$ cat config.mk
export PLATFORM = sky130hd
export DESIGN_NAME = ahb_burst_bridge
export DESIGN_NICKNAME = d
export VERILOG_FILES = /design/src/rtl/ahb_bridge_pkg.sv /design/src/rtl/ahb_err_timer.sv /design/src/rtl/ahb_burst_track.sv /design/src/rtl/ahb_err_fsm.sv /design/src/rtl/ahb_burst_bridge.sv
export SDC_FILE = /design/constraint.sdc
export NUM_CORES = 1
export LEC_CHECK = 0
export ABC_AREA = 1
export BUFFER_PORTS_ARGS = -buffer_cell sky130_fd_sc_hd__buf_2
export CAP_MARGIN = 5
export CORE_ASPECT_RATIO = 1.75
export CORE_UTILIZATION = 45
export DETAILED_ROUTE_END_ITERATION = 10
export GPL_TIMING_DRIVEN = 0
export PLACE_DENSITY_LB_ADDON = 0.12
export REMOVE_ABC_BUFFERS = 1
export SYNTH_ARGS = -nofsm -noshare
export SYNTH_HDL_FRONTEND = slang
export SYNTH_HIERARCHICAL = 1
export SYNTH_SLANG_ARGS = --single-unit
$ cat constraint.sdc
create_clock -name hclk -period 3.7 [get_ports hclk]
set_input_delay 0.555 -clock hclk [delete_from_list [all_inputs] [get_ports hclk]]
set_output_delay 0.555 -clock hclk [all_outputs]
set_load 0.01 [all_outputs]
$ cat src/rtl/ahb_bridge_pkg.sv
// Package: shared transfer codes, bridge states and burst-length decode.
// Assumes AHB encodings for HTRANS and HBURST.
package ahb_bridge_pkg;

    localparam logic [1:0] TR_IDLE   = 2'b00;
    localparam logic [1:0] TR_BUSY   = 2'b01;
    localparam logic [1:0] TR_NONSEQ = 2'b10;
    localparam logic [1:0] TR_SEQ    = 2'b11;

    localparam logic [2:0] BR_SINGLE = 3'd0;
    localparam logic [2:0] BR_INCR   = 3'd1;

    typedef enum logic [2:0] {
        ST_IDLE = 3'd0,   // no downstream data phase pending
        ST_ADDR = 3'd1,   // downstream address phase driven
        ST_DATA = 3'd2,   // downstream data phase in progress
        ST_ERR1 = 3'd3,   // first upstream error cycle
        ST_ERR2 = 3'd4,   // second upstream error cycle, master decides
        ST_WAIT = 3'd5    // post-error wait on master intent
    } br_state_e;

    // Number of beats a burst code implies (INCR reports 1, treated as open-ended)
    function automatic logic [4:0] burst_beats(input logic [2:0] code);
        logic [4:0] n;
        if (code < 3'd2) n = 5'd1;
        else             n = 5'(1 << ((code >> 1) + 3'd1));
        return n;
    endfunction

endpackage

$ cat src/rtl/ahb_err_timer.sv
// Module: counts consecutive BUSY cycles in the post-error wait state and
// flags the last one. Assumes TMO >= 2. Cleared whenever the wait is left.
module ahb_err_timer #(
    parameter int TMO = 16
) (
    input  logic hclk,
    input  logic hresetn,
    input  logic in_wait,
    input  logic run,
    output logic hit
);
    localparam int CW = (TMO < 2) ? 1 : $clog2(TMO);
    localparam logic [CW-1:0] LAST = CW'(TMO - 1);

    logic [CW-1:0] cnt;

    // Count BUSY cycles spent waiting; restart from zero outside the wait
    always_ff @(posedge hclk) begin
        if (!hresetn)       cnt <= '0;
        else if (!in_wait)  cnt <= '0;
        else if (run)       cnt <= cnt + 1'b1;
    end

    // Expiry is the last BUSY cycle of the allowed window
    always_comb hit = run && (cnt == LAST);

endmodule

$ cat src/rtl/ahb_burst_track.sv
// Module: keeps whether a downstream burst is open, the beats left in a
// fixed-length burst, and picks the transfer type and burst code to forward.
// Assumes the FSM raises take only for accepted NONSEQ/SEQ, close otherwise.
module ahb_burst_track
    import ahb_bridge_pkg::*;
(
    input  logic       hclk,
    input  logic       hresetn,
    input  logic       take,
    input  logic       close,
    input  logic       post_err,
    input  logic [1:0] up_trans,
    input  logic [2:0] up_burst,
    output logic       open,
    output logic [1:0] fwd_trans,
    output logic [2:0] fwd_burst
);
    logic       open_q;
    logic [4:0] left_q;
    logic [2:0] burst_q;
    logic [4:0] new_beats;

    // Choose how the accepted transfer is presented downstream
    always_comb begin
        new_beats = burst_beats(up_burst);
        if (up_trans == TR_NONSEQ) begin
            fwd_trans = TR_NONSEQ;
            fwd_burst = up_burst;
        end else if (open_q) begin
            fwd_trans = TR_SEQ;
            fwd_burst = burst_q;
        end else if (post_err) begin
            fwd_trans = TR_NONSEQ;
            fwd_burst = BR_INCR;
        end else begin
            fwd_trans = TR_NONSEQ;
            fwd_burst = BR_SINGLE;
        end
    end

    // Update burst-open state and beat budget on each accepted beat
    always_ff @(posedge hclk) begin
        if (!hresetn) begin
            open_q  <= 1'b0;
            left_q  <= '0;
            burst_q <= BR_SINGLE;
        end else if (take) begin
            burst_q <= fwd_burst;
            if (up_trans == TR_NONSEQ) begin
                left_q <= new_beats - 5'd1;
                open_q <= (up_burst == BR_INCR) || (new_beats != 5'd1);
            end else if (open_q) begin
                left_q <= left_q - 5'd1;
                open_q <= (burst_q == BR_INCR) || (left_q != 5'd1);
            end else begin
                left_q <= '0;
                open_q <= post_err;
            end
        end else if (close) begin
            open_q <= 1'b0;
        end
    end

    always_comb open = open_q;

endmodule

$ cat src/rtl/ahb_err_fsm.sv
// Module: bridge sequencing. Tracks the downstream phase, relays the
// two-cycle error upstream and resolves the master's intent afterwards.
// Assumes the bridge is the only upstream slave (its ready qualifies HTRANS).
module ahb_err_fsm
    import ahb_bridge_pkg::*;
(
    input  logic       hclk,
    input  logic       hresetn,
    input  logic [1:0] up_trans,
    input  logic       m_hready,
    input  logic       m_hresp,
    input  logic       tmo_hit,
    output br_state_e  state,
    output logic       s_hreadyout,
    output logic       s_hresp,
    output logic       take,
    output logic       close,
    output logic       post_err,
    output logic       in_wait,
    output logic       tmo_run
);
    br_state_e nxt;
    logic      err_hit;

    // Upstream handshake and decision strobes from the current state
    always_comb begin
        case (state)
            ST_ADDR, ST_ERR1: s_hreadyout = 1'b0;
            ST_DATA:          s_hreadyout = m_hready && !m_hresp;
            default:          s_hreadyout = 1'b1;
        endcase
        s_hresp  = (state == ST_ERR1) || (state == ST_ERR2);
        err_hit  = (state == ST_DATA) && m_hresp && !m_hready;
        post_err = (state == ST_ERR2) || (state == ST_WAIT);
        in_wait  = (state == ST_WAIT);
        tmo_run  = in_wait && (up_trans == TR_BUSY);
        take     = s_hreadyout && up_trans[1];
        close    = err_hit || tmo_hit || (s_hreadyout && (up_trans == TR_IDLE));
    end

    // Next-state selection
    always_comb begin
        nxt = state;
        case (state)
            ST_IDLE: if (take) nxt = ST_ADDR;
            ST_ADDR: if (m_hready) nxt = ST_DATA;
            ST_DATA: begin
                if (err_hit)       nxt = ST_ERR1;
                else if (m_hready) nxt = take ? ST_ADDR : ST_IDLE;
            end
            ST_ERR1: nxt = ST_ERR2;
            ST_ERR2: begin
                if (take)                       nxt = ST_ADDR;
                else if (up_trans == TR_IDLE)   nxt = ST_IDLE;
                else                            nxt = ST_WAIT;
            end
            ST_WAIT: begin
                if (take)                                nxt = ST_ADDR;
                else if ((up_trans == TR_IDLE) || tmo_hit) nxt = ST_IDLE;
            end
            default: nxt = ST_IDLE;
        endcase
    end

    // State register
    always_ff @(posedge hclk) begin
        if (!hresetn) state <= ST_IDLE;
        else          state <= nxt;
    end

endmodule

$ cat src/rtl/ahb_burst_bridge.sv
// Module: top of the same-clock AHB bridge. Registers accepted address
// phases, passes data through, and chooses downstream HTRANS, including
// the safe IDLE after a downstream error. Assumes sole upstream slave.
module ahb_burst_bridge
    import ahb_bridge_pkg::*;
#(
    parameter int AW  = 32,
    parameter int DW  = 32,
    parameter int TMO = 16
) (
    input  logic          hclk,
    input  logic          hresetn,
    input  logic [AW-1:0] s_haddr,
    input  logic [1:0]    s_htrans,
    input  logic          s_hwrite,
    input  logic [2:0]    s_hsize,
    input  logic [2:0]    s_hburst,
    input  logic [DW-1:0] s_hwdata,
    output logic [DW-1:0] s_hrdata,
    output logic          s_hreadyout,
    output logic          s_hresp,
    output logic [AW-1:0] m_haddr,
    output logic [1:0]    m_htrans,
    output logic          m_hwrite,
    output logic [2:0]    m_hsize,
    output logic [2:0]    m_hburst,
    output logic [DW-1:0] m_hwdata,
    input  logic [DW-1:0] m_hrdata,
    input  logic          m_hready,
    input  logic          m_hresp
);
    br_state_e     state;
    logic          take, close, post_err, in_wait, tmo_run, tmo_hit, open;
    logic [1:0]    fwd_trans;
    logic [2:0]    fwd_burst;
    logic [AW-1:0] addr_q;
    logic [1:0]    trans_q;
    logic          write_q;
    logic [2:0]    size_q, burst_q;

    ahb_err_fsm u_fsm (
        .hclk(hclk), .hresetn(hresetn), .up_trans(s_htrans),
        .m_hready(m_hready), .m_hresp(m_hresp), .tmo_hit(tmo_hit),
        .state(state), .s_hreadyout(s_hreadyout), .s_hresp(s_hresp),
        .take(take), .close(close), .post_err(post_err),
        .in_wait(in_wait), .tmo_run(tmo_run)
    );

    ahb_err_timer #(.TMO(TMO)) u_tmo (
        .hclk(hclk), .hresetn(hresetn), .in_wait(in_wait),
        .run(tmo_run), .hit(tmo_hit)
    );

    ahb_burst_track u_trk (
        .hclk(hclk), .hresetn(hresetn), .take(take), .close(close),
        .post_err(post_err), .up_trans(s_htrans), .up_burst(s_hburst),
        .open(open), .fwd_trans(fwd_trans), .fwd_burst(fwd_burst)
    );

    // Register the accepted address phase for the downstream side
    always_ff @(posedge hclk) begin
        if (!hresetn) begin
            addr_q  <= '0;
            trans_q <= TR_IDLE;
            write_q <= 1'b0;
            size_q  <= '0;
            burst_q <= BR_SINGLE;
        end else if (take) begin
            addr_q  <= s_haddr;
            trans_q <= fwd_trans;
            write_q <= s_hwrite;
            size_q  <= s_hsize;
            burst_q <= fwd_burst;
        end
    end

    // Downstream transfer type: beat, burst gap, or forced idle
    always_comb begin
        case (state)
            ST_ADDR: m_htrans = trans_q;
            ST_DATA: m_htrans = (!m_hresp && open) ? TR_BUSY : TR_IDLE;
            ST_IDLE: m_htrans = open ? TR_BUSY : TR_IDLE;
            default: m_htrans = TR_IDLE;
        endcase
    end

    // Address, control and data connections
    always_comb begin
        m_haddr  = addr_q;
        m_hwrite = write_q;
        m_hsize  = size_q;
        m_hburst = burst_q;
        m_hwdata = s_hwdata;
        s_hrdata = m_hrdata;
    end

endmodule

==> results.toml <==
[status]
outcome = "finished, final reports clean"

[synth]
synth_area_um2 = 3140
synth_fa_ha_area_frac = 0.0120
synth_mux_area_frac = 0
synth-compound-area-share = 0.104
synth_cells = 441
yosys.area_share.simple = 0.279
yosysWarnings = 6
ys_seq_area_frac = 0.364
synth_top_family_by_area = "simple AND/OR/NAND/NOR gates"
synth-seq-cells = 57
synthXorXnorAreaFrac = 0.00559
avgSynthCellArea_um2 = 7.11
ys_types = 29

[global_routing]
grt_max_degree = 55
grt_busiest_layer = "met2"
antenna_found_initial = 0
use_met3 = 0.336
grtUsageMet1 = 0.231
overflow = 0
grt_pass1_wl_mm = 17.7
grt_usage = 0.356
grt_pass1_vias = 2723
use_met2 = 0.508

[setup_path]
critPathBufInv = 3
startpoint_type = "register"
path_max_fanout = 54
worstReg2RegEnd = "m_haddr[22]"
max_stage_delay_ns = 0.65
path_delay_family = "buffers and inverters"
r2r_cells = 7
cp_cell_sequence = "inv_2, nand2_1, nand3_1, inv_2, inv_2, nor2_1, nor2_1"
crit_slowest_cell = "inv_2"
path_common_cell = "inv_2"
end_kind = "register"
worstReg2RegStart = "u_fsm/state[2]"
r2r_slack_ns = 1.27
critical_path_arrival_ns = 2.64
required_ns = 3.91
startpoint = "u_fsm/state[2]"
worstSetupPathType = "reg -> reg"

[clocking]
path_clk_slew_ns = 0.05
numCtsBuffers = 9
cts_max_level = 3
clkLatencyLatePin_ns = 0.33
cts_resized = 0
cts_tree = "done"
post-cts-setup-buffers = 0
clock-sinks = 57
clockBufferDepth = 2
root_buffer = "clkbuf_16"
holdBufCountCts = 0

[final_layout]
regArea_um2 = 1140
num_antenna_cells = 0
nNetsFinal = 572
final_cell_count_no_fill = 547
synthToLayoutAreaGrowth_pct = 7.46
layout-drive-gt1-share = 0.277
multi_input_area_um2 = 1260
n_fill_cell = 713

[die]
die_h_um = 112
die_w_um = 65.1
start_util = 0.472
coreArea_um2 = 6640
dieArea_um2 = 7320
num_io_pins = 216
rows = 39

[sta]
hold_viol = 0
rsz0062_at_grt = "false"
fin_skew_ns = 0.00542
tightest_slew_ns = 0.858
fin_crit_sh = 0.656
setup_violations = 0
slew_viol_final = 0
min_period_ns = 2.43
slew_headroom = 0.427
clock.fmax_mhz = 412
tns_ns = 0

[routing]
vias = 2828
drcViolationCount = 0
ant_nets = 0
drtIter0Drc = 113
finalWirelength_mm = 12.4
route.detailed.wl_per_inst_um = 22.7
viasPerCell = 5.17
firstDrtPassIters = 5

[placed_design]
dp_hpwl_mm = 9.75
gp_congestion = 0.900
placedCellCount = 531
port_buffers = 87

[power]
powerDensity_nw_per_um2 = 691
ir_drop_uv = 430
p_leak_nw = 1.70

[worst_hold_path]
worstHoldStart = "s_haddr[3]"
whs_endpoint = "m_haddr[3]"
hold_class = "in -> reg"
min_delay_path_depth = 3

[flow_run]
max-cap-violations = 0
[placed cells by master (no fill, tap or decap), types with 4 or more instances in the layout]
master,Yosys,routed
nor2_2,4,4
nand2_2,5,5
inv_1,32,31
nand2_1,51,51
buf_2,0,87
nor2_1,111,111
nand3_1,18,18
clkbuf_8,0,4
clkbuf_16,0,9
dfxtp_1,57,57
a21oi_1,5,5
nor2_4,4,4
nand4_1,4,4
o21ai_0,45,45
inv_2,5,6
[metal layers]
| metal | vias up | part of all wire |
|---|---|---|
| li1 | 1350 | - |
| met5 | - | 0 |
| met3 | 51 | 0.21 |
| met1 | 1237 | 0.24 |
| met4 | 0 | 0.13 |
| met2 | 190 | 0.43 |
[power breakdown]
part | switching, mW | leakage [nW] | internal (mW)
clock network | 0.275 | 0.149 | 0.523
registers | 0.0857 | 0.470 | 0.750
logic | 0.450 | 1.08 | 0.242
[worst register-to-register path: stages (launching register included)]
cell and delay (ns):
dfxtp_1 0.47, inv_2 0.11, nand2_1 0.08, nand3_1 0.15, inv_2 0.65, inv_2 0.54
nor2_1 0.25, nor2_1 0.07
[stage by stage]
step / hold slack, ns / power [mW] / area (µm²) / util / worst slack (ns)
after floorplan: 0.463 / 1.28 / 2540 / - / 1.43
after global placement: 0.470 / 1.52 / 3080 / 0.463 / 0.406
after detailed placement: 0.480 / 1.53 / 3080 / 0.463 / 1.08
after CTS: 0.441 / 2.34 / 3370 / 0.508 / 1.32
after global routing: 0.445 / 2.48 / 3370 / 0.508 / 1.06
final: 0.448 / 2.33 / 3370 / 0.508 / 1.27
[registers in the layout, summed over array words and instances (netlist names)]
register,count
trans_q,2
m_hwrite,1
u_trk/left_q,5
m_hburst,3
m_hsize,3
u_tmo/cnt,4
m_haddr,32
u_trk/open,1
u_trk/burst_q,3
u_fsm/state,3
[layout make-up]
| type | instances | share of cell area |
|---|---|---|
| multi-input combinational | 268 | 0.373 |
| sequential | 57 | 0.339 |
| timing repair buffer | 87 | 0.129 |
| clock buffer | 14 | 0.0843 |
| inverter | 37 | 0.0412 |
| tap | 82 | 0.0304 |
| clock inverter | 2 | 0.00297 |
[logic make-up (layout without fill, tap and decap cells)]
family                     Yosys count  in the layout
and+or+nand+nor                    202            202
buffers and inverters              116            140
AOI/OAI and AO/OA                   60             60
DFF                                 57             57
adders and majority gates            3              3
xor gates and xnor gates             2              2
other                                1              1
[worst max-delay path by stage]
stage	cells past startpoint	end	slack (ns)
floorplan	8	m_haddr[25]	1.43
detailed placement	9	m_haddr[22]	1.08
finish	7	m_haddr[22]	1.27
global route	7	m_haddr[17]	1.06
global placement	9	m_hburst[1]	0.41
CTS	7	m_haddr[22]	1.32
[cell usage after synthesis]
| master | n | area (µm²) |
|---|---|---|
| a211oi_1 | 1 | 7.51 |
| a21oi_1 | 5 | 25.0 |
| a21oi_2 | 2 | 17.5 |
| buf_4 | 67 | 503 |
| buf_6 | 4 | 45.0 |
| clkbuf_2 | 4 | 20.0 |
| clkbuf_4 | 4 | 30.0 |
| conb_1 | 1 | 3.75 |
| dfxtp_1 | 57 | 1140 |
| ha_1 | 3 | 37.5 |
| inv_1 | 32 | 120 |
| inv_2 | 5 | 18.8 |
| nand2_1 | 51 | 191 |
| nand2_2 | 5 | 31.3 |
| nand2_4 | 2 | 22.5 |
| nand3_1 | 18 | 90.1 |
| nand3_2 | 2 | 20.0 |
| nand4_1 | 4 | 25.0 |
| nor2_1 | 111 | 417 |
| nor2_2 | 4 | 25.0 |
| nor2_4 | 4 | 45.0 |
| o211ai_1 | 1 | 7.51 |
| o21ai_0 | 45 | 225 |
| o21ai_1 | 3 | 15.0 |
| o21ai_2 | 1 | 8.76 |
| o22ai_1 | 1 | 6.26 |
| o22ai_2 | 1 | 12.5 |
| or2_1 | 1 | 6.26 |
| xor2_1 | 2 | 17.5 |
(Power assumes the default switching activity.)
